<file path="src/rtl/koq_pkg.sv">
package koq_pkg;

  // (a + b) mod m, used for every rotating pointer and scan position
  function automatic int unsigned wrap_add(int unsigned a, int unsigned b, int unsigned m);
    return (a + b) % m;
  endfunction

  // (a - b) mod m, distance of a ahead of b on a ring of size m
  function automatic int unsigned wrap_sub(int unsigned a, int unsigned b, int unsigned m);
    return (a + m - (b % m)) % m;
  endfunction

  // bit width able to index n items (at least one bit)
  function automatic int unsigned idx_bits(int unsigned n);
    return (n > 1) ? $clog2(n) : 1;
  endfunction

endpackage

</file>
<file path="src/rtl/koq_addr_filter.sv">
module koq_addr_filter #(
  parameter int NUM_IN  = 8,
  parameter int ADDR_W  = 3,
  parameter int PORT_ID = 3
) (
  input  logic [NUM_IN-1:0]        in_valid,
  input  logic [NUM_IN*ADDR_W-1:0] in_dest,
  output logic [NUM_IN-1:0]        hit
);

  genvar gi;
  generate
    for (gi = 0; gi < NUM_IN; gi++) begin : g_cmp
      assign hit[gi] = in_valid[gi] && (in_dest[gi*ADDR_W +: ADDR_W] == ADDR_W'(PORT_ID));
    end
  endgenerate

endmodule

</file>
<file path="src/rtl/koq_concentrator.sv">
module koq_concentrator
  import koq_pkg::*;
#(
  parameter int NUM_IN   = 8,
  parameter int NUM_LANE = 4,
  parameter int IN_W     = 3,
  parameter int CNT_W    = 4
) (
  input  logic [NUM_IN-1:0]              hit,
  input  logic [IN_W-1:0]                scan_base,
  output logic [NUM_LANE-1:0]            pick_ok,
  output logic [NUM_LANE-1:0][IN_W-1:0]  pick_src,
  output logic [CNT_W-1:0]               hit_cnt
);

  // Walk the inputs from the rotating base; the first NUM_LANE hits win.
  always_comb begin
    int unsigned taken;
    int unsigned src;
    pick_ok  = '0;
    pick_src = '0;
    hit_cnt  = '0;
    taken    = 0;
    src      = 0;
    for (int j = 0; j < NUM_IN; j++) begin
      src = wrap_add(int'(scan_base), j, NUM_IN);
      if (hit[src]) begin
        hit_cnt = hit_cnt + CNT_W'(1);
        if (taken < NUM_LANE) begin
          pick_ok[taken]  = 1'b1;
          pick_src[taken] = IN_W'(src);
          taken           = taken + 1;
        end
      end
    end
  end

endmodule

</file>
<file path="src/rtl/koq_lane_fifo.sv">
module koq_lane_fifo
  import koq_pkg::*;
#(
  parameter int DATA_W = 16,
  parameter int DEPTH  = 8
) (
  input  logic              clk,
  input  logic              rst_n,
  input  logic              push,
  input  logic [DATA_W-1:0] wdata,
  input  logic              pop,
  output logic [DATA_W-1:0] rdata,
  output logic              full,
  output logic              empty
);

  localparam int PTR_W = idx_bits(DEPTH);
  localparam int OCC_W = $clog2(DEPTH + 1);

  logic [DATA_W-1:0] store [DEPTH];
  logic [PTR_W-1:0]  wp, rp;
  logic [OCC_W-1:0]  occ;

  function automatic logic [PTR_W-1:0] step(logic [PTR_W-1:0] p);
    return PTR_W'(wrap_add(int'(p), 1, DEPTH));
  endfunction

  always_ff @(posedge clk or negedge rst_n) begin
    if (!rst_n) begin
      wp  <= '0;
      rp  <= '0;
      occ <= '0;
    end else begin
      if (push) wp <= step(wp);
      if (pop)  rp <= step(rp);
      case ({push, pop})
        2'b10:   occ <= occ + OCC_W'(1);
        2'b01:   occ <= occ - OCC_W'(1);
        default: occ <= occ;
      endcase
    end
  end

  always_ff @(posedge clk) begin
    if (push) store[wp] <= wdata;
  end

  assign rdata = store[rp];
  assign full  = (occ == OCC_W'(DEPTH));
  assign empty = (occ == '0);

  // the write stage never pushes into a full lane
  p_no_overflow_r7: assert property (@(posedge clk) disable iff (!rst_n) push |-> !full);
  // the reader never pops an empty lane
  p_no_underflow_r6: assert property (@(posedge clk) disable iff (!rst_n) pop |-> !empty);

endmodule

</file>
<file path="src/rtl/koq_output_port.sv">
module koq_output_port
  import koq_pkg::*;
#(
  parameter int NUM_IN     = 8,
  parameter int NUM_LANE   = 4,
  parameter int LANE_DEPTH = 8,
  parameter int ADDR_W     = 3,
  parameter int DATA_W     = 16,
  parameter int LOSS_W     = 16,
  parameter int PORT_ID    = 3
) (
  input  logic                       clk,
  input  logic                       rst_n,
  input  logic [NUM_IN-1:0]          in_valid,
  input  logic [NUM_IN*ADDR_W-1:0]   in_dest,
  input  logic [NUM_IN*DATA_W-1:0]   in_data,
  output logic                       out_valid,
  output logic [DATA_W-1:0]          out_data,
  output logic [LOSS_W-1:0]          loss_count
);

  localparam int IN_W   = idx_bits(NUM_IN);
  localparam int LANE_W = idx_bits(NUM_LANE);
  localparam int CNT_W  = $clog2(NUM_IN + 1);
  localparam int SUM_W  = LOSS_W + 1;

  // named internal events
  logic [NUM_IN-1:0]             hit;
  logic [NUM_LANE-1:0]           pick_ok;
  logic [NUM_LANE-1:0][IN_W-1:0] pick_src;
  logic [CNT_W-1:0]              hit_cnt;
  logic [NUM_LANE-1:0]           acc_ok;
  logic [CNT_W-1:0]              acc_cnt;
  logic [CNT_W-1:0]              drop_cnt;
  logic [NUM_LANE-1:0]           lane_push, lane_pop, lane_full, lane_empty;
  logic [DATA_W-1:0]             lane_wdata [NUM_LANE];
  logic [DATA_W-1:0]             lane_rdata [NUM_LANE];
  logic                          read_any;
  logic                          stored_any;
  logic [SUM_W-1:0]              loss_sum;

  logic [IN_W-1:0]   scan_base;
  logic [LANE_W-1:0] wr_lane, rd_lane;

  koq_addr_filter #(
    .NUM_IN (NUM_IN),
    .ADDR_W (ADDR_W),
    .PORT_ID(PORT_ID)
  ) u_filter (
    .in_valid(in_valid),
    .in_dest (in_dest),
    .hit     (hit)
  );

  koq_concentrator #(
    .NUM_IN  (NUM_IN),
    .NUM_LANE(NUM_LANE),
    .IN_W    (IN_W),
    .CNT_W   (CNT_W)
  ) u_conc (
    .hit      (hit),
    .scan_base(scan_base),
    .pick_ok  (pick_ok),
    .pick_src (pick_src),
    .hit_cnt  (hit_cnt)
  );

  // Write stage: ranks go to consecutive lanes from wr_lane; stop at first full lane.
  always_comb begin
    logic run;
    run     = 1'b1;
    acc_ok  = '0;
    acc_cnt = '0;
    for (int k = 0; k < NUM_LANE; k++) begin
      if (run && pick_ok[k] && !lane_full[wrap_add(int'(wr_lane), k, NUM_LANE)]) begin
        acc_ok[k] = 1'b1;
        acc_cnt   = acc_cnt + CNT_W'(1);
      end else begin
        run = 1'b0;
      end
    end
  end

  assign drop_cnt = hit_cnt - acc_cnt;

  always_comb begin
    for (int m = 0; m < NUM_LANE; m++) begin
      int unsigned rank;
      rank          = wrap_sub(m, int'(wr_lane), NUM_LANE);
      lane_push[m]  = acc_ok[rank];
      lane_wdata[m] = in_data[int'(pick_src[rank])*DATA_W +: DATA_W];
    end
  end

  // Read stage: follow the same rotation as the writes.
  assign read_any   = !lane_empty[rd_lane];
  assign stored_any = !(&lane_empty);

  always_comb begin
    lane_pop = '0;
    lane_pop[rd_lane] = read_any;
  end

  genvar gl;
  generate
    for (gl = 0; gl < NUM_LANE; gl++) begin : g_lane
      koq_lane_fifo #(
        .DATA_W(DATA_W),
        .DEPTH (LANE_DEPTH)
      ) u_lane (
        .clk  (clk),
        .rst_n(rst_n),
        .push (lane_push[gl]),
        .wdata(lane_wdata[gl]),
        .pop  (lane_pop[gl]),
        .rdata(lane_rdata[gl]),
        .full (lane_full[gl]),
        .empty(lane_empty[gl])
      );
    end
  endgenerate

  assign loss_sum = {1'b0, loss_count} + SUM_W'(drop_cnt);

  always_ff @(posedge clk or negedge rst_n) begin
    if (!rst_n) begin
      scan_base  <= '0;
      wr_lane    <= '0;
      rd_lane    <= '0;
      out_valid  <= 1'b0;
      out_data   <= '0;
      loss_count <= '0;
    end else begin
      scan_base <= IN_W'(wrap_add(int'(scan_base), 1, NUM_IN));
      wr_lane   <= LANE_W'(wrap_add(int'(wr_lane), int'(acc_cnt), NUM_LANE));
      if (read_any) begin
        rd_lane  <= LANE_W'(wrap_add(int'(rd_lane), 1, NUM_LANE));
        out_data <= lane_rdata[rd_lane];
      end
      out_valid  <= read_any;
      loss_count <= loss_sum[LOSS_W] ? {LOSS_W{1'b1}} : loss_sum[LOSS_W-1:0];
    end
  end

  // every concentrator pick is a packet the filter passed
  genvar ga;
  generate
    for (ga = 0; ga < NUM_LANE; ga++) begin : g_pick_chk
      p_pick_is_hit_r2: assert property (@(posedge clk) disable iff (!rst_n)
        pick_ok[ga] |-> hit[pick_src[ga]]);
    end
  endgenerate

  // with enough matches, every concentrator output slot is used
  p_fill_all_r3: assert property (@(posedge clk) disable iff (!rst_n)
    (hit_cnt >= CNT_W'(NUM_LANE)) |-> (&pick_ok));

  // at most one lane is read per cycle
  p_one_read_r6: assert property (@(posedge clk) disable iff (!rst_n) $onehot0(lane_pop));

  // the loss count never goes down
  p_loss_monotone_r8: assert property (@(posedge clk) disable iff (!rst_n)
    loss_count >= $past(loss_count));

  // output valid mirrors buffer occupancy before the previous edge
  p_valid_tracks_store_r9: assert property (@(posedge clk) disable iff (!rst_n)
    out_valid == $past(stored_any));

endmodule

</file>
<file path="config.mk">
export PLATFORM = sky130hd
export DESIGN_NAME = koq_output_port
export DESIGN_NICKNAME = d
export VERILOG_FILES = /design/src/rtl/koq_pkg.sv /design/src/rtl/koq_addr_filter.sv /design/src/rtl/koq_concentrator.sv /design/src/rtl/koq_lane_fifo.sv /design/src/rtl/koq_output_port.sv
export SDC_FILE = /design/constraint.sdc
export NUM_CORES = 1
export LEC_CHECK = 0
export BUFFER_PORTS_ARGS = -buffer_cell sky130_fd_sc_hd__buf_2
export CORE_MARGIN = 5
export CORE_UTILIZATION = 40
export CTS_CLUSTER_DIAMETER = 120
export DETAILED_ROUTE_END_ITERATION = 10
export SKIP_CTS_REPAIR_TIMING = 1
export SYNTH_ARGS = -nofsm -noshare
export SYNTH_HDL_FRONTEND = slang
export SYNTH_SLANG_ARGS = --single-unit
</file>
<file path="constraint.sdc">
create_clock -name clk -period 14.5 [get_ports clk]
set_input_delay 0.725 -clock clk [delete_from_list [all_inputs] [get_ports clk]]
set_output_delay 0.725 -clock clk [all_outputs]
set_load 0.02 [all_outputs]
</file>
### Word-level counts from Yosys, hierarchy flattened

Memories as Yosys holds them, arrays and structs flattened.
Cells that the tools add are included.

| storage, ports and cells | value |
|---|---|
| memories kept | 4 |
| logic and storage cells | 337 |
| memory bits (writable) | 512 |
| bits of input ports | 162 |
| register bits | 80 |
| output and inout bits | 33 |

Memory list:

| name | words | bits a word | read ports | clocked after memory_dff | write ports | RTL line | text |
|---|---|---|---|---|---|---|---|
| g_lane[0].u_lane.store | 8 | 16 | 1 | 0 | 1 | koq_lane_fifo.sv:20 | `logic [DATA_W-1:0] store [DEPTH];` |
| g_lane[1].u_lane.store | 8 | 16 | 1 | 0 | 1 | koq_lane_fifo.sv:20 |  |
| g_lane[2].u_lane.store | 8 | 16 | 1 | 0 | 1 | koq_lane_fifo.sv:20 |  |
| g_lane[3].u_lane.store | 8 | 16 | 1 | 0 | 1 | koq_lane_fifo.sv:20 |  |

| cells by class | value |
|---|---|
| mux-type cells | 156 |
| add/sub/neg operators | 50 |
| equal/unequal tests | 20 |
| bitwise operators | 9 |
| $lt $le $gt $ge | 40 |
| reduce and logical (&&, ||, !) cells | 36 |
| shift-type cells | 4 |

Operators with widths:

| kind | count |
|---|---|
| 128-bit by 8-bit variable part select with 16-bit output | 4 |
| 32-bit by 3-bit < comparator with 1-bit output (second input constant) | 12 |
| 32-bit 2-to-1 mux | 12 |
| 32-bit by 1-bit >= comparator with 1-bit output (second input constant) | 6 |
| 12-bit 2-to-1 mux | 14 |
| 32-bit by 1-bit adder with 32-bit output (second input constant) | 5 |
| 4-bit 2-to-1 mux | 24 |
| 12-bit bitwise mux | 7 |
| 4-bit by 1-bit adder with 4-bit output (second input constant) | 13 |
| 16-bit 2-to-1 mux | 3 |
| 1-bit 2-to-1 mux | 43 |
| 3-bit demux with 2-bit select | 7 |
| 3-bit 2-to-1 mux | 12 |
| 16-bit binary-select mux with 2-bit select | 1 |
| 3-bit by 4-bit < comparator with 1-bit output (second input constant) | 8 |
| 4-bit case mux with 2 select lines | 4 |
| 3-bit by 1-bit adder with 3-bit output (second input constant) | 9 |
| 2-bit by 3-bit < comparator with 1-bit output (second input constant) | 9 |
| 1-bit binary-select mux with 3-bit select | 8 |
| 3-bit binary-select mux with 2-bit select | 4 |
| 3-bit by 2-bit == test with 1-bit output (second input constant) | 8 |
| 4-bit OR | 6 |
| 1-bit logical AND | 23 |
| 1-bit binary-select mux with 2-bit select | 9 |
| other kinds (25) | 64 |

### Depth between registers and ports, before layout

Gate-level depths: netlist of the first run.

| depth | value |
|---|---|
| word-level depth | 45 |
| mapped depth | 56 |
| mapped depth without buffers | 52 |

### By module

Synthesis of the first run repeated with hierarchy kept, for this count alone.

| second synthesis, totals | value |
|---|---|
| cell total of the unflattened synthesis | 2044 |
| area total of the unflattened synthesis | 32562.5 µm² |

Modules (own cells, without submodules):

| module | cells each | times used | area each (µm²) | sequential area each (µm²) |
|---|---|---|---|---|
| koq_lane_fifo (g_lane[0].u_lane ...) | 241 | 3 | 5500.3 | 4093.9 |
| koq_output_port | 715 | 1 | 7865.0 | 1001.0 |
| koq_lane_fifo (g_lane[3].u_lane) | 240 | 1 | 5475.3 | 4093.9 |
| koq_concentrator | 358 | 1 | 2641.3 | 0.0 |
| koq_addr_filter | 8 | 1 | 80.1 | 0.0 |

### Worst setup path after synthesis of the first run

Ideal clock, no wire load.

| timing | value |
|---|---|
| path kind | reg-to-reg |
| start | register scan_base[0] |
| end | register loss_count[1] |
| path buffers | 6 |
| arrival | 10.757 ns |
| required time | 14.432 ns |
| clock period less this slack | 10.826 ns |
| cell stages (with the launch flop) | 55 |
| path slack | 3.674 ns |
| setup time | 0.068 ns |
| cells stage by stage | dfrtp_1 buf_4 inv_1 ha_1 buf_2 or2_4 o22ai_1 nor3_1 nor2_1 inv_1 ha_1 nand2_1 a21oi_1 a31oi_1 o21a_1 ha_1 a21boi_0 a211o_1 [... 19 more ...] a21boi_0 ha_1 mux2i_1 ha_1 a21o_1 a21oi_1 xnor2_1 xnor2_1 xnor2_1 xnor2_1 xnor2_1 ha_1 o21ai_0 nor2b_1 clkbuf_1 or3_1 clkbuf_1 nand2_1 |

| between the ends | value |
|---|---|
| cells in the longest elaborated chain, start to end | 42 |
| elaborated cells between the ends (all ways) | 141 |
| those cells by class | 25 x add/sub; 21 x order compare; 74 x mux; 7 x bitwise; 14 x reduce/logical |

RTL lines:

| item | RTL line | text |
|---|---|---|
| start: declaration | koq_output_port.sv:42 | `logic [IN_W-1:0] scan_base;` |
| start signal: assignment | koq_output_port.sv:134 | `scan_base <= IN_W'(wrap_add(int'(scan_base), 1, NUM_IN));` |
| parallel branches: the longest is 39 deep, another holds 32-bit by 1-bit adder with 32-bit output | n/a |  |
| 4-bit subtractor * | koq_output_port.sv:84 | `assign drop_cnt = hit_cnt - acc_cnt;` |
| 16-bit by 4-bit adder with 17-bit output * | koq_output_port.sv:123 | `assign loss_sum = {1'b0, loss_count} + SUM_W'(drop_cnt);` |
| 16-bit 2-to-1 mux * | koq_output_port.sv:141 | `loss_count <= loss_sum[LOSS_W] ? {LOSS_W{1'b1}} : loss_sum[LOSS_W-1:0];` |
| end signal: assignment | koq_output_port.sv:141 |  |
| end: declaration | koq_output_port.sv:19 | `output logic [LOSS_W-1:0] loss_count` |

Every way passes the cells marked *. The select of a mux whose other input is x is not followed.
A chain may end at the register's enable or synchronous reset.

### Final worst setup path of the first run

| timing | value |
|---|---|
| start | register scan_base[0] |
| end | register loss_count[2] |

Same word-level chain as after synthesis.

==> results of run 1 <==
-- registers in the layout (all words and copies together), names as in the netlist --
register and cells:
g_lane.u_lane.store 512, g_lane.u_lane.occ 16, loss_count 16, out_data 16, g_lane.u_lane.rp 12, g_lane.u_lane.wp 12, scan_base 3, rd_lane 2
wr_lane 2, out_valid 1
-- worst paths after layout --
check | startpoint | to | slack [ps] | cells past startpoint
min in group asynchronous | rst_n | loss_count[14]$_DFF_PN0_ | 590 | 2
worst min-delay path | g_lane[2].u_lane.rp[2]$_DFFE_PN0P_ | g_lane[2].u_lane.rp[2]$_DFFE_PN0P_ | 480 | 1
worst min register to register | g_lane[2].u_lane.rp[2]$_DFFE_PN0P_ | g_lane[2].u_lane.rp[2]$_DFFE_PN0P_ | 480 | 1
max in group asynchronous | rst_n | g_lane[3].u_lane.rp[0]$_DFFE_PN0P_ | 12560 | 3
worst max register to register | scan_base[0]$_DFF_PN0_ | loss_count[2]$_DFF_PN0_ | 1110 | 47
worst max-delay path | scan_base[0]$_DFF_PN0_ | loss_count[2]$_DFF_PN0_ | 1110 | 47
-- per-stage QoR --
stage / cells / hold WS, ps / total power, W / cell area (sq um)
floorplan: 2372 / 429 / 0.00524 / 32400
global placement: 3555 / 464 / 0.00656 / 34800
detailed placement: 3555 / 467 / 0.00668 / 34800
CTS: 3669 / -51.0 / 0.00824 / 36800
global route: 3671 / 489 / 0.00860 / 36800
finish: 3683 / 478 / 0.00826 / 36900
-- synthesized netlist by cell type (all sizes together), types with 29 or more instances --
cell and count:
dfrtp 80, o211ai 41, edfxtp 512, nand3 41
nor2 82, mux4 162, clkbuf 69, a21oi 75
mux2i 174, o22ai 29, ha 64, inv 80
buf 74, mux2 104, o21ai 134, xnor2 53
nand2 155, nor3 38, nand2b 29
-- kinds of logic (layout without fill, tap and decap cells) --
| group | count (synthesis) | after routing | share of synthesized area |
|---|---|---|---|
| compound gates | 498 | 498 | 0.108 |
| xor+xnor | 72 | 72 | 0.0203 |
| fa+ha+maj | 71 | 71 | 0.0290 |
| buf+inv | 226 | 464 | 0.0302 |
| other cells | 0 | 13 | 0 |
| flops | 592 | 592 | 0.536 |
| mux | 440 | 440 | 0.203 |
| simple gates | 473 | 473 | 0.0740 |
-- power by group through the flow --
stage               clock (W)  sequential (W)  combinational [W]
finish                0.00155         0.00283            0.00388
global route          0.00164         0.00286            0.00410
CTS                   0.00158         0.00284            0.00382
detailed placement          0         0.00287            0.00381
global placement            0         0.00286            0.00370
floorplan                   0         0.00271            0.00253
-- worst register-to-register path, delay by kind of cell (launching register included) --
kind | cells | cell delay [ps]
XOR/XNOR | 5 | 850
AO/OA/AOI/OAI | 14 | 3590
buffers and inverters | 3 | 580
flip-flops | 1 | 700
AND/OR/NAND/NOR | 15 | 4120
multiplexers | 1 | 340
adder cells (fa/ha/maj) | 9 | 3090
-- layout make-up --
type	instances	area, sq um	share of cell area
repair buffers	268	1530	0.0416
diodes	13	32.5	0.000883
multi-input cells	1554	14300	0.387
inverters	82	308	0.00835
well taps	1060	1330	0.0360
flip-flops and latches	592	17400	0.472
clock buffers	72	1570	0.0425
clock inverters	42	435	0.0118
-- layer usage --
layer  global-route usage  wire length, um  vias up
li1                     -                -     9816
met1                0.332            43500    11700
met2                0.361            47200     1196
met3               0.0603            10600      243
met4               0.0723             3400       19
met5               0.0122              339        -
==> impl_results.md, run 1 <==
* Result of the run: completed
* Tmin final at approximately 13000 ps
* Data arrival, critical path at approximately 14000 ps
* Crit path max-delay cell type: ha_1
* Final weighted congestion in routability-driven placement at between 0.9 and 1
* Wire length of the first global-routing pass at 152 mm
* Final slew viol count at 0
* Post-detail-place hpwl at 71.8 mm
* Synth Warn # at 0
* Post-detailed-route DRC marker count at 0
* Setup repair after global routing missed its margin: no
* Count of nets left with antenna violations after detail routing at 0
* Clock Sink Count at slightly below 600
* Switching part of the total power at 0.408
* FILL cells at between 7000 and 8000
* Max Root-Sink Buffers at 3
* Number of violations of the max-capacitance limit at 0
* Iteration count of the initial detailed-routing pass at 8
* Worst path bufs/invs at 3
* Vias after detailed routing at between 20000 and 25000
* TritonCTS clock tree: built
* Clock Latency Late Sink at approximately 670 ps
* Synth Register Bits at 592
* Worst setup margin at approximately 1100 ps
* Cell variety after synth at 99
* Class of the most critical setup path: flip-flop to flip-flop
* Area share of the largest cell type after synthesis at 0.474
* Number of rows created at floorplan at 104
* Inserted Clock Buffers at 61
* Sequential share of power at 0.343
* Longest individual stage delay on the worst path at between 800 and 900 ps
* Die X at just under 300 um
* Average cell area after synthesis at 13.7 sq um
* Worst min-delay path class: flip-flop to flip-flop
* Least-Margin Pin Slew at 1440 ps
* Count of input and output buffers at slightly below 200
* Total die area at approximately 87000 sq um
* Slew HR at 0.0363
* Power per cell area at around 220 nW/um^2
* Library cell appearing most often on the critical path: ha_1
* Average wire per cell in the routed design at around 29 um
* Share of the yosys chip area belonging to registers at 0.536
* Most frequent cells in the layout: edfxtp_1, buf_2, mux2i_1, mux4_2, nand2_1
* Logic gate share of total power at 0.470
* Part of the cycle the worst path needs at 0.924
* Cell type group with the largest total delay on the critical path: simple AND/OR/NAND/NOR gates
* Starting density of the core at 0.403
* Net count reported at finish at ~2800
* Number of global-route vias before repair at 22900
* Cells taking the most area after synthesis: edfxtp_1, mux4_2, dfrtp_1
* Worst slack at placement at about 1300 ps
* Clock-pin slew reported for the worst setup and hold paths after clock tree synthesis at 60 ps
* GR Util All Layers at 0.236
* Proportion of synthesized flip-flops having asynchronous set or reset at 0.135
* Clock network fraction of design power at 0.187
* Initial antenna violation count at 16
* Number of hold-slack violations in the final timing report at 0
* Max Clock Skew at 65.6 ps
* Root buf cell: clkbuf_16
* Maximum resistive drop on vdd at around 0.42 mV
* Sum of overflow across all layers after global routing at 0
* Mapped Nets at between 2000 and 3000
* Htree depth at 2
* Primary FF master, synth: edfxtp_1
* Number of DRC violations after detailed-routing iteration 0 at approximately 3100
* Net switching power at between 0.003 and 0.004 W
* Critical path endpoint category: flip-flop
* Final-report setup violation count at 0
* Setup TNS at 0 ps
* Final core utilization at 0.458
* Vias/cell at 6.24
* Total wire length at 105 mm
* Max Fanout on Critical Path at 19
* Pin count of the biggest net entering global routing at 95
* Max frequency at 74.7 MHz
* Most common cell after layout, fill and taps aside: edfxtp_1
* Leakage Power at 13.0 nW
* Placeable core region at approximately 80000 sq um
* Number of instances in the synthesized netlist at 2372
* Nature of the critical path startpoint: flip-flop
* Number of top-level pins at 195
* Cell type contributing the most total cell area after synthesis: edfxtp_1
* Area added between synthesis and finish at 13.6%
* Share of post-route cells with drive strength above 1 at 0.261
* Cell area after synthesis at roughly 32000 sq um
* Die Y at 295 um
* Internal power at about 0.005 W
* Number of synthesized flops with an enable pin at between 500 and 600
* Required time of the critical path at about 15000 ps
Note: power is estimated with default switching activity, not from simulation.
==> run 2: changes to the inputs <==
SYNTH_HIERARCHICAL = 1   (was unset)
==> impl_results.md, run 2 <==
* Most common cell after layout, fill and taps aside: edfxtp_1 (unchanged)
* Required time of the critical path at 15000 ps (was 14960 ps)
* Average wire per cell in the routed design at 27.2 um (was 28.5 um)
* Tmin final at 12470 ps (was 13390 ps)
* Number of violations of the max-capacitance limit at 0 (unchanged)
* Max frequency at 80.2 MHz (was 74.7 MHz)
* Area of all placed cells without fillers at 36600 sq um (was 36900 sq um)
* Count of input and output buffers at 194 (unchanged)
* Final-report setup violation count at 0 (unchanged)
* Cells taking the most area after synthesis: edfxtp_1, mux2i_1, mux4_1 (was edfxtp_1, mux4_2, dfrtp_1)
* Result of the run: completed (unchanged)
* Htree depth at 3 (was 2)
* Count of nets left with antenna violations after detail routing at 0 (unchanged)
* Placeable core region at 80700 sq um (was 80400 sq um)
* Nature of the critical path startpoint: flip-flop (unchanged)
* Max FFs per register at 512 (unchanged)
* Share of the yosys chip area belonging to registers at 0.534 (was 0.536)
* Number of hold-slack violations in the final timing report at 0 (unchanged)
* Pin count of the biggest net entering global routing at 55 (was 95)
* Post-detail-place hpwl at 63.4 mm (was 71.8 mm)
* Starting density of the core at 0.404 (was 0.403)
* Setup repair after global routing missed its margin: no (unchanged)
* Maximum resistive drop on vdd at 0.0930 mV (was 0.424 mV)
* Longest individual stage delay on the worst path at 980 ps (was 820 ps)
* Number of synthesized flops with an enable pin at 512 (unchanged)
* Most frequent cells in the layout: edfxtp_1, mux2i_1, buf_2, mux2_2, mux4_1 (was edfxtp_1, buf_2, mux2i_1, mux4_2, nand2_1)
* Vias/cell at 5.89 (was 6.24)
* Die Y at 295 um (about the same)
* Primary FF master, synth: edfxtp_1 (unchanged)
* Switching part of the total power at 0.352 (was 0.408)
* Clock network fraction of design power at 0.249 (was 0.187)
* Number of DRC violations after detailed-routing iteration 0 at 2068 (was 3143)
* Part of the cycle the worst path needs at 0.860 (was 0.924)
* Worst min-delay path class: primary input to async pin (was flip-flop to flip-flop)
* Die X at 295 um (about the same)
* Critical path endpoint category: flip-flop (unchanged)
* Cell types with the highest counts after synthesis: edfxtp_1, mux2i_1, mux2_2 (was edfxtp_1, mux2i_1, mux4_2)
* Sum of overflow across all layers after global routing at 0 (unchanged)
* Max Root-Sink Buffers at 3 (unchanged)
* Cell type contributing the most total cell area after synthesis: edfxtp_1 (unchanged)
* Final slew viol count at 0 (unchanged)
* Class of the most critical setup path: flip-flop to flip-flop (unchanged)
* Clock-pin slew reported for the worst setup and hold paths after clock tree synthesis at 60 ps (about the same)
* Cell variety after synth at 82 (was 99)
* Net switching power at 0.00234 W (was 0.00337 W)
* Leakage Power at 14.7 nW (was 13.0 nW)
* Most instantiated library cell after synthesis: edfxtp_1 (unchanged)
* Share of post-route cells with drive strength above 1 at 0.280 (was 0.261)
* Clock Latency Late Sink at 620 ps (was 670 ps)
* Data arrival, critical path at 12970 ps (was 13850 ps)
* FILL cells at 7020 (was 7136)
* Final weighted congestion in routability-driven placement at 0.868 (was 0.955)
* Number of global-route vias before repair at 19900 (was 22900)
* Proportion of synthesized flip-flops having asynchronous set or reset at 0.135 (unchanged)
* Mapped Nets at 2276 (was 2605)
* Total die area at 87200 sq um (was 86900 sq um)
* Area added between synthesis and finish at 12.3% (was 13.6%)
* Least-Margin Pin Slew at 1300 ps (was 1440 ps)
* Crit path max-delay cell type: ha_1 (unchanged)
* GR Util All Layers at 0.205 (was 0.236)
* Cell type group with the largest total delay on the critical path: adder cells (was simple AND/OR/NAND/NOR gates)
* Library cell appearing most often on the critical path: ha_1 (unchanged)
* Max Clock Skew at 46.3 ps (was 65.6 ps)
* Final core utilization at 0.453 (was 0.458)
* Power per cell area at 182 nW/um^2 (was 224 nW/um^2)
* Max Fanout on Critical Path at 24 (was 19)
* Sequential share of power at 0.375 (was 0.343)
* Reg with most FFs: g_lane.u_lane/store (was g_lane.u_lane.store)
* Root buf cell: clkbuf_16 (unchanged)
* Synth Register Bits at 592 (unchanged)
* Wire length of the first global-routing pass at 133 mm (was 152 mm)
* Clock Sink Count at 592 (unchanged)
* Vias after detailed routing at 19800 (was 23000)
* Worst path bufs/invs at 6 (was 3)
* Internal power at 0.00432 W (was 0.00489 W)
* Total wire length at 91.5 mm (was 105 mm)
* Slew HR at 0.131 (was 0.0363)
* Number of rows created at floorplan at 104 (unchanged)
* Cell area after synthesis at 32600 sq um (was 32400 sq um)
* Area share of the largest cell type after synthesis at 0.472 (was 0.474)
* Iteration count of the initial detailed-routing pass at 5 (was 8)
* Post-detailed-route DRC marker count at 0 (unchanged)
* Post-detailed-placement cell area at 34300 sq um (was 34800 sq um)
* Net count reported at finish at 2469 (was 2792)
* Synth Warn # at 6 (was 0)
* Inserted Clock Buffers at 68 (was 61)
* Number of top-level pins at 195 (unchanged)
* Logic gate share of total power at 0.376 (was 0.470)
* Average cell area after synthesis at 15.9 sq um (was 13.7 sq um)
* Setup TNS at 0 ps (unchanged)
* TritonCTS clock tree: built (unchanged)
* Number of instances in the synthesized netlist at 2044 (was 2372)
* Initial antenna violation count at 22 (was 16)
run 2: logic make-up after synthesis:
group	synth area share
flip-flops	0.534
multiplexers	0.257
AND/OR/NAND/NOR	0.0498
AO/OA/AOI/OAI	0.0749
buffers and inverters	0.0368
XOR/XNOR	0.0204
adder cells (fa/ha/maj)	0.0276
run 2: area by class of cell:
| type | count | area (sq um) | area share |
|---|---|---|---|
| well taps | 1060 | 1330 | 0.0363 |
| multi-input cells | 1294 | 14100 | 0.386 |
| clock inverters | 36 | 379 | 0.0104 |
| repair buffers | 242 | 1330 | 0.0365 |
| flip-flops and latches | 592 | 17400 | 0.475 |
| diodes | 15 | 37.5 | 0.00103 |
| clock buffers | 85 | 1840 | 0.0502 |
| inverters | 39 | 151 | 0.00414 |
run 2: metal layers:
layer  vias to the layer above  global-route usage  share of wire
met4                         4              0.0509          0.024
met2                       741               0.308           0.45
met3                       143              0.0430          0.077
met1                     10200               0.308           0.45
met5                         -                   0        0.00030
li1                       8700                   -              -
run 2: path summary, 6_finish.rpt:
path,start,to,slack (ps),cells after the start
max,scan_base[1]$_DFF_PN0_,loss_count[2]$_DFF_PN0_,2030,37
min,rst_n,loss_count[5]$_DFF_PN0_,170,1
max reg2reg,scan_base[1]$_DFF_PN0_,loss_count[2]$_DFF_PN0_,2030,37
min reg2reg,loss_count[12]$_DFF_PN0_,loss_count[12]$_DFF_PN0_,480,1
max in group asynchronous,rst_n,g_lane[3].u_lane/occ[0]$_DFFE_PN0P_,13230,2
min in group clk,loss_count[12]$_DFF_PN0_,loss_count[12]$_DFF_PN0_,480,1
run 2: power by group through the flow:
stage          clock network [W]  registers [W]  logic, W
3_3_place_gp                   0        0.00251   0.00245
2_1_floorplan                  0        0.00244   0.00183
4_1_cts                  0.00170        0.00250   0.00251
3_5_place_dp                   0        0.00253   0.00250
6_report                 0.00166        0.00249   0.00250
5_1_grt                  0.00177        0.00253   0.00267
run 2: metrics by stage:
step,worst slack [ps],hold slack [ps],power [W],std cells
after floorplan,4750,429,0.00427,2044
after global placement,2690,473,0.00496,3227
after detailed placement,2170,475,0.00503,3227
after CTS,2120,168,0.00671,3348
after global routing,929,186,0.00697,3353
final,2030,172,0.00666,3363
==> run 3: changes to the inputs <==
CELL_PAD_IN_SITES_DETAIL_PLACEMENT = 1   (was unset)
CELL_PAD_IN_SITES_GLOBAL_PLACEMENT = 1   (was unset)
PLACE_DENSITY_LB_ADDON = 0.1   (was unset)
==> impl_results.md, run 3 (synthesis results as in run 2) <==
* Result of the run: completed (unchanged)
* Number of DRC violations after detailed-routing iteration 0 at 1503 (was 2068)
* Iteration count of the initial detailed-routing pass at 6 (was 5)
* Worst min-delay path class: primary input to async pin (unchanged)
* Inserted Clock Buffers at 68 (unchanged)
* Die Y at 295 um (unchanged)
* Least-Margin Pin Slew at 1350 ps (was 1300 ps)
* Final-report setup violation count at 0 (unchanged)
* Setup TNS at 0 ps (unchanged)
* Critical path endpoint category: flip-flop (unchanged)
* Required time of the critical path at 15010 ps (was 15000 ps)
* Most frequent cells in the layout: edfxtp_1, mux2i_1, buf_2, mux2_2, mux4_1 (unchanged)
* Clock Latency Late Sink at 620 ps (about the same)
* Share of post-route cells with drive strength above 1 at 0.281 (was 0.280)
* Net count reported at finish at 2473 (was 2469)
* Part of the cycle the worst path needs at 0.859 (was 0.860)
* Multi-input gate area in the final layout at 14100 sq um (about the same)
* Crit path max-delay cell type: ha_1 (unchanged)
* Nature of the critical path startpoint: flip-flop (unchanged)
* Clock-pin slew reported for the worst setup and hold paths after clock tree synthesis at 60 ps (about the same)
* Number of global-route vias before repair at 20700 (was 19900)
* Switching part of the total power at 0.354 (was 0.352)
* Sequential share of power at 0.386 (was 0.375)
* Setup slack of the most critical reg-to-reg path at 2040 ps (was 2030 ps)
* Count of nets left with antenna violations after detail routing at 0 (unchanged)
* Pin count of the biggest net entering global routing at 44 (was 55)
* Max Fanout on Critical Path at 24 (unchanged)
* Number of rows created at floorplan at 104 (unchanged)
* Area added between synthesis and finish at 12.2% (was 12.3%)
* Worst R2R Path Depth at 37 (unchanged)
* Library cell appearing most often on the critical path: ha_1 (unchanged)
* Total wire length at 99.0 mm (was 91.5 mm)
* Vias/cell at 5.85 (was 5.89)
* Slew HR at 0.0993 (was 0.131)
* Final slew viol count at 0 (unchanged)
* Final weighted congestion in routability-driven placement at 0.857 (was 0.868)
* Internal power at 0.00435 W (was 0.00432 W)
* Vias after detailed routing at 19700 (was 19800)
* Post-detailed-route DRC marker count at 0 (unchanged)
* Net switching power at 0.00238 W (was 0.00234 W)
* Sum of overflow across all layers after global routing at 0 (unchanged)
* Max Clock Skew at 26.6 ps (was 46.3 ps)
* Number of top-level pins at 195 (unchanged)
* FILL cells at 7932 (was 7020)
* Total die area at 87200 sq um (unchanged)
* Max FFs per register at 512 (unchanged)
* Most common cell after layout, fill and taps aside: edfxtp_1 (unchanged)
* RR Startpoint: scan_base[1]$_DFF_PN0_ (unchanged)
* Die X at 295 um (unchanged)
* Reg with most FFs: g_lane.u_lane/store (unchanged)
* TritonCTS clock tree: built (unchanged)
* Average wire per cell in the routed design at 29.5 um (was 27.2 um)
* Power per cell area at 184 nW/um^2 (was 182 nW/um^2)
* GR Util All Layers at 0.224 (was 0.205)
* Class of the most critical setup path: flip-flop to flip-flop (unchanged)
* Clock network fraction of design power at 0.251 (was 0.249)
* Starting density of the core at 0.404 (unchanged)
* Hold WS at 113 ps (was 172 ps)
* Data arrival, critical path at 12970 ps (about the same)
* Longest individual stage delay on the worst path at 970 ps (was 980 ps)
* Root buf cell: clkbuf_16 (unchanged)
* Number of hold-slack violations in the final timing report at 0 (unchanged)
* Clock Sink Count at 592 (unchanged)
* Post-detail-place hpwl at 70.1 mm (was 63.4 mm)
* Wire length of the first global-routing pass at 144 mm (was 133 mm)
* Leakage Power at 14.7 nW (about the same)
* Number of violations of the max-capacitance limit at 0 (unchanged)
* Logic gate share of total power at 0.363 (was 0.376)
* Worst setup margin at 2040 ps (was 2030 ps)
* Initial antenna violation count at 15 (was 22)
* Max frequency at 80.3 MHz (was 80.2 MHz)
* Max Root-Sink Buffers at 3 (unchanged)
* Htree depth at 3 (unchanged)
* Placeable core region at 80700 sq um (unchanged)
* Endpoint of the most critical register-to-register path: loss_count[2]$_DFF_PN0_ (unchanged)
* Maximum resistive drop on vdd at 0.0862 mV (was 0.0930 mV)
* Setup repair after global routing missed its margin: no (unchanged)
* Count of input and output buffers at 194 (unchanged)
* Worst slack at placement at 2010 ps (was 2170 ps)
* Tmin final at 12460 ps (was 12470 ps)
* FF/Latch Area at 17400 sq um (about the same)
[run 3: worst max-delay path: cells and delay by family (launching register included)]
kind                     cells  cell delay (ps)
AND/OR/NAND/NOR             10             2740
flip-flops                   1              830
buffers and inverters        6             1110
multiplexers                 3              990
adder cells (fa/ha/maj)      9             4020
AO/OA/AOI/OAI                8             2240
XOR/XNOR                     1              430
[run 3: routing by layer]
metal / up-vias / GRT usage / part of all wire
li1: 8712 / - / -
met2: 533 / 0.355 / 0.46
met5: - / 0 / 0.00027
met3: 96 / 0.0494 / 0.071
met4: 4 / 0.0462 / 0.017
met1: 10300 / 0.321 / 0.45
[run 3: stage by stage]
step           utilization  power [W]  std cells  area (sq um)
2_1_floorplan            -    0.00427       2044         32600
3_3_place_gp         0.425    0.00500       3231         34300
3_5_place_dp         0.425    0.00509       3231         34300
4_1_cts              0.453    0.00680       3356         36500
5_1_grt              0.453    0.00704       3357         36500
6_report             0.453    0.00673       3361         36500
[run 3: area by class of cell]
class / count / share of cell area
repair buffers: 246 / 0.0373
flip-flops and latches: 592 / 0.476
diodes: 5 / 0.000342
well taps: 1060 / 0.0363
clock inverters: 34 / 0.00962
inverters: 39 / 0.00414
multi-input cells: 1294 / 0.386
clock buffers: 91 / 0.0509
[run 3: worst max path at each step]
stage	end	start
3_3_place_gp	loss_count[2]$_DFF_PN0_	scan_base[1]$_DFF_PN0_
4_1_cts	loss_count[2]$_DFF_PN0_	scan_base[1]$_DFF_PN0_
3_5_place_dp	loss_count[2]$_DFF_PN0_	scan_base[1]$_DFF_PN0_
5_1_grt	loss_count[2]$_DFF_PN0_	scan_base[1]$_DFF_PN0_
2_1_floorplan	loss_count[1]$_DFF_PN0_	scan_base[0]$_DFF_PN0_
6_report	loss_count[2]$_DFF_PN0_	scan_base[1]$_DFF_PN0_
[run 3: power by group through the flow]
stage          clock network, W  registers [W]  logic [W]
6_report                0.00169        0.00260    0.00244
5_1_grt                 0.00181        0.00264    0.00259
4_1_cts                 0.00173        0.00261    0.00246
3_5_place_dp                  0        0.00264    0.00245
3_3_place_gp                  0        0.00262    0.00238
2_1_floorplan                 0        0.00244    0.00183
